### src/rtl/flash_poll_pkg.sv
package flash_poll_pkg;
    localparam int DATA_W     = 8;
    localparam int POLL_BIT   = 7;
    localparam int TOGGLE_BIT = 6;

    typedef struct packed {
        logic poll;
        logic toggle;
    } status_t;

    function automatic logic [DATA_W-1:0] pack_status(input status_t s);
        logic [DATA_W-1:0] v;
        v = '0;
        v[POLL_BIT]   = s.poll;
        v[TOGGLE_BIT] = s.toggle;
        return v;
    endfunction

    function automatic logic poll_value(input logic erase, input logic load_msb);
        return erase ? 1'b0 : ~load_msb;
    endfunction
endpackage

### src/rtl/fbp_access_edge.sv
module fbp_access_edge (
    input  logic clk,
    input  logic rst,
    input  logic rd_en,
    output logic new_access
);
    logic rd_prev;

    always_ff @(posedge clk) begin
        if (rst) rd_prev <= 1'b0;
        else     rd_prev <= rd_en;
    end

    assign new_access = rd_en & ~rd_prev;
endmodule

### src/rtl/fbp_toggle_track.sv
module fbp_toggle_track (
    input  logic clk,
    input  logic rst,
    input  logic busy,
    input  logic new_access,
    output logic tog_next,
    output logic tog_q
);
    logic busy_prev;

    always_comb begin
        tog_next = tog_q;
        if (busy && !busy_prev)   tog_next = new_access;
        else if (busy && new_access) tog_next = ~tog_q;
    end

    always_ff @(posedge clk) begin
        if (rst) begin
            tog_q     <= 1'b0;
            busy_prev <= 1'b0;
        end else begin
            tog_q     <= tog_next;
            busy_prev <= busy;
        end
    end

    // a new access within a running operation inverts the state
    p_flip_on_access_r3: assert property (@(posedge clk) disable iff (rst)
        (busy && busy_prev && new_access) |=> (tog_q != $past(tog_q)));

    // no new access keeps the state
    p_hold_no_access_r4: assert property (@(posedge clk) disable iff (rst)
        (busy && busy_prev && !new_access) |=> $stable(tog_q));

    // start of an operation restarts the sequence
    p_restart_r7: assert property (@(posedge clk) disable iff (rst)
        (busy && !busy_prev) |=> (tog_q == $past(new_access)));
endmodule

### src/rtl/fbp_read_mux.sv
module fbp_read_mux
    import flash_poll_pkg::*;
(
    input  logic              clk,
    input  logic              rst,
    input  logic              busy,
    input  logic              op_erase,
    input  logic              load_msb,
    input  logic              tog_next,
    input  logic [DATA_W-1:0] array_data,
    output logic [DATA_W-1:0] rd_q
);
    status_t st;

    always_comb begin
        st.poll   = poll_value(op_erase, load_msb);
        st.toggle = tog_next;
    end

    always_ff @(posedge clk) begin
        if (rst)       rd_q <= '0;
        else if (busy) rd_q <= pack_status(st);
        else           rd_q <= array_data;
    end
endmodule

### src/rtl/flash_busy_poller.sv
module flash_busy_poller
    import flash_poll_pkg::*;
(
    input  logic              clk,
    input  logic              rst,
    input  logic              busy,
    input  logic              op_erase,
    input  logic [DATA_W-1:0] load_byte,
    input  logic              rd_en,
    input  logic [DATA_W-1:0] array_data,
    output logic [DATA_W-1:0] rd_data
);
    logic new_access;
    logic tog_next;
    logic tog_q;

    fbp_access_edge u_edge (
        .clk        (clk),
        .rst        (rst),
        .rd_en      (rd_en),
        .new_access (new_access)
    );

    fbp_toggle_track u_track (
        .clk        (clk),
        .rst        (rst),
        .busy       (busy),
        .new_access (new_access),
        .tog_next   (tog_next),
        .tog_q      (tog_q)
    );

    fbp_read_mux u_mux (
        .clk        (clk),
        .rst        (rst),
        .busy       (busy),
        .op_erase   (op_erase),
        .load_msb   (load_byte[POLL_BIT]),
        .tog_next   (tog_next),
        .array_data (array_data),
        .rd_q       (rd_data)
    );

    p_prog_poll_r1: assert property (@(posedge clk) disable iff (rst)
        (busy && !op_erase) |=> (rd_data[POLL_BIT] == !$past(load_byte[POLL_BIT])));

    p_idle_pass_r2: assert property (@(posedge clk) disable iff (rst)
        !busy |=> (rd_data == $past(array_data)));

    p_erase_poll_r5: assert property (@(posedge clk) disable iff (rst)
        (busy && op_erase) |=> (rd_data[POLL_BIT] == 1'b0));

    p_low_zero_r6: assert property (@(posedge clk) disable iff (rst)
        busy |=> (rd_data[TOGGLE_BIT-1:0] == '0));

    p_bit6_tracks_r3: assert property (@(posedge clk) disable iff (rst)
        busy |=> (rd_data[TOGGLE_BIT] == tog_q));

    p_reset_clear_r8: assert property (@(posedge clk)
        rst |=> (rd_data == '0));
endmodule

### config.mk
export PLATFORM = sky130hd
export DESIGN_NAME = flash_busy_poller
export DESIGN_NICKNAME = d
export VERILOG_FILES = /design/src/rtl/flash_poll_pkg.sv /design/src/rtl/fbp_access_edge.sv /design/src/rtl/fbp_toggle_track.sv /design/src/rtl/fbp_read_mux.sv /design/src/rtl/flash_busy_poller.sv
export SDC_FILE = /design/constraint.sdc
export NUM_CORES = 1
export LEC_CHECK = 0
export ABC_AREA = 1
export CAP_MARGIN = 5
export CORE_AREA = 8 8 45 47
export CTS_BUF_LIST = sky130_fd_sc_hd__clkbuf_4 sky130_fd_sc_hd__clkbuf_8
export CTS_CLUSTER_DIAMETER = 120
export CTS_CLUSTER_SIZE = 24
export DETAILED_ROUTE_END_ITERATION = 8
export DIE_AREA = 0 0 53 55
export DONT_BUFFER_PORTS = 1
export SKIP_CTS_REPAIR_TIMING = 1
export SLEW_MARGIN = 30
export SYNTH_ARGS = -nofsm -noshare
export SYNTH_HDL_FRONTEND = slang
export SYNTH_HIERARCHICAL = 1
export SYNTH_SLANG_ARGS = --single-unit
### constraint.sdc
create_clock -name clk -period 2.3 [get_ports clk]
set_clock_uncertainty 0.2 [all_clocks]
set_input_delay 0.115 -clock clk [delete_from_list [all_inputs] [get_ports clk]]
set_output_delay 0.115 -clock clk [all_outputs]
set_load 0.005 [all_outputs]
==> results.yml <==
outcome:
  outcome: "completed"
critical_path:
  cp_num_cells: 7
  critical-path-slowest-cell: "dlygate4sd3_1"
  worstReg2RegStart: "u_edge/rd_prev"
  crit_type: "input port to flip-flop"
  path_cells: "dlygate4sd3_1 -> inv_2 -> nor2_2 -> nand2_1 -> dlygate4sd3_1 -> nand2_1 -> dlygate4sd3_1"
  critical-path-top-delay-family: "buffers and inverters"
  critPathLaunch: "busy"
  path_max_fanout: 4
  crit_top_cell: "dlygate4sd3_1"
  reg2regPathDepth: 5
  required_ns: 2.25
  slowest_delay_ns: 0.62
  critPathBufInv: 4
  cp.arrival_ns: 2.06
  cp-end-kind: "flip-flop"
  start_kind: "input port"
route:
  viasPerCell: 3.82
  avgRoutedWirePerCell_um: 11.3
  wl_um: 953
  ant_nets: 0
  dr.pass1.iters: 4
  drc: 0
  drt_iter0_drc: 10
  vias: 321
hold_path:
  hold_start: "busy"
  hold_path.class: "input port to flip-flop"
  hold-path-cell-count: 8
placed_design:
  place_ws_ns: 1.15
  gp_congestion: 0.635
  io_buffer_count: 0
  hpwl_um: 629
synth:
  syn_inst: 50
  synth_seq_cells: 11
  synth_fp_nets: 71
  syn_avg_cell_area_um2: 7.61
  yosysWarningCount: 6
  yosysSeqAreaShare_pct: 57.9
  synthesis.area_um2: 380
  ys_types: 9
floorplan:
  rows: 14
  initial_core_util_pct: 27.5
  floorplan.die.width_um: 53
  num_io_pins: 29
  die_h_um: 55
  core_um2: 1380
  die-area_um2: 2920
final_layout:
  syn2layout_area_growth_pct: 50.0
  fill_cells: 144
  final_nets: 90
  regArea_um2: 220
  multiInputGateArea_um2: 111
  final_common_cell: "dlygate4sd3_1"
  drive_above_1_share_pct: 13.2
  mostFrequentLayoutCells: "14 x dlygate4sd3_1, 12 x inv_1, 12 x nor2_1"
  diodes: 0
clock_network:
  clk_transition_reported_paths_ns: 0.07
  cts.sinks: 11
  cts_tree: "done"
  htreeDepth: 1
  cts_buffers: 3
  insertion_delay_ns: 0.26
  cts_buffer_depth: 2
  cts_root_buf: "clkbuf_4"
pwr:
  intPower_uw: 301
  seqPwrFrac_pct: 53.1
  clkPwrFrac_pct: 36.3
  p_sw_share_pct: 21.9
  switchingPower_uw: 84.2
  power_frac_comb_pct: 10.7
  p_leak_uw: 0.000294
  p_per_area_nw_per_um2: 676
  ir_worst_vdd_v: 0.000326
sta:
  drv_slew: 0
  grt_setup_unrepaired: "false"
  tns_ns: 0
  setup_ws_ns: 0.187
  setup_viol: 0
  min_period_over_period_pct: 91.9
  clock.fmax_mhz: 473
  period_needed_ns: 2.11
  relSlewSlack_pct: 85.6
  hold_viol_final: 0
  tightestPinTransition_ns: 0.215
grt:
  grt_pass1_vias: 271
  antenna_found_initial: 0
  grt_max_degree: 8
  grt_remaining_overflow: 0
  grt_use_total_pct: 4.83
  grt_first_pass_wirelength_um: 1060
job:
  max_cap_viol_count: 0
-- tightest hold or removal path: stages --
cell	delay [ns]
nand2_1	0.04
nand2_1	0.06
nand2_2	0.07
inv_1	0.04
inv_1	0.04
nand2_1	0.04
nand2_1	0.05
nor2_1	0.03
-- cells in the mapped netlist --
| cell type | n | area (um^2) |
|---|---|---|
| nand2_1 | 8 | 30.0 |
| nand4_1 | 1 | 6.26 |
| dfxtp_1 | 11 | 220 |
| inv_2 | 1 | 3.75 |
| nor2_2 | 2 | 12.5 |
| nand2_2 | 2 | 12.5 |
| inv_1 | 12 | 45.0 |
| nor2_1 | 12 | 45.0 |
| nand3_1 | 1 | 5.00 |
-- area by class of cell --
class	instances	share of cell area, %
Sequential cell	11	38.6
Timing Repair Buffer	14	24.6
Tap cell	16	3.51
Multi-Input combinational cell	26	19.5
Inverter	13	8.55
Clock buffer	4	5.26
-- stage by stage --
step / hold slack (ns) / instances / area [um^2] / util (%) / power, uW
global route: 0.114 / 84 / 571 / 41.2 / 405
floorplan: -0.0181 / 50 / 380 / - / 225
CTS: -0.293 / 70 / 430 / 31.1 / 367
global placement: -0.0167 / 66 / 400 / 28.9 / 228
finish: 0.0701 / 84 / 571 / 41.2 / 386
detailed placement: -0.0153 / 66 / 400 / 28.9 / 229
-- worst paths after layout --
path	end	slack (ns)
setup reg to reg	u_track/tog_q	0.74
setup / recovery	u_mux/rd_q[7]	0.19
hold / removal	u_mux/rd_q[6]	0.07
hold reg to reg	u_mux/rd_q[6]	0.54
-- state kept, by name, summed over array words and instances, names as in the netlist --
signal	flops
u_edge/rd_prev	1
u_mux/rd_q	8
u_track/busy_prev	1
u_track/tog_q	1
-- power groups by stage --
stage | sequential [uW] | combinational [uW] | clock (uW)
global route | 206 | 46.6 | 153
CTS | 205 | 19.8 | 142
global placement | 209 | 18.9 | 0
detailed placement | 209 | 19.8 | 0
floorplan | 208 | 17.3 | 0
finish | 205 | 41.2 | 140
-- kinds of logic (layout without fill, tap and decap cells) --
| family | count (synthesis) | count (layout) | synth area share [%] |
|---|---|---|---|
| flip-flops | 11 | 11 | 57.9 |
| AND/OR/NAND/NOR | 26 | 26 | 29.3 |
| buffers and inverters | 13 | 31 | 12.8 |
-- layer usage --
layer  share of wire [%]  track usage, %  wire length (um)  vias up
li1                    -               -                 -      178
met1                  39            5.54               376      135
met2                  54            7.62               513        8
met3                 6.6            1.87                63        0
met4                   0            2.59                 0        0
met5                   0               0                 0        -
No activity file was read; power rests on OpenSTA's default activity.
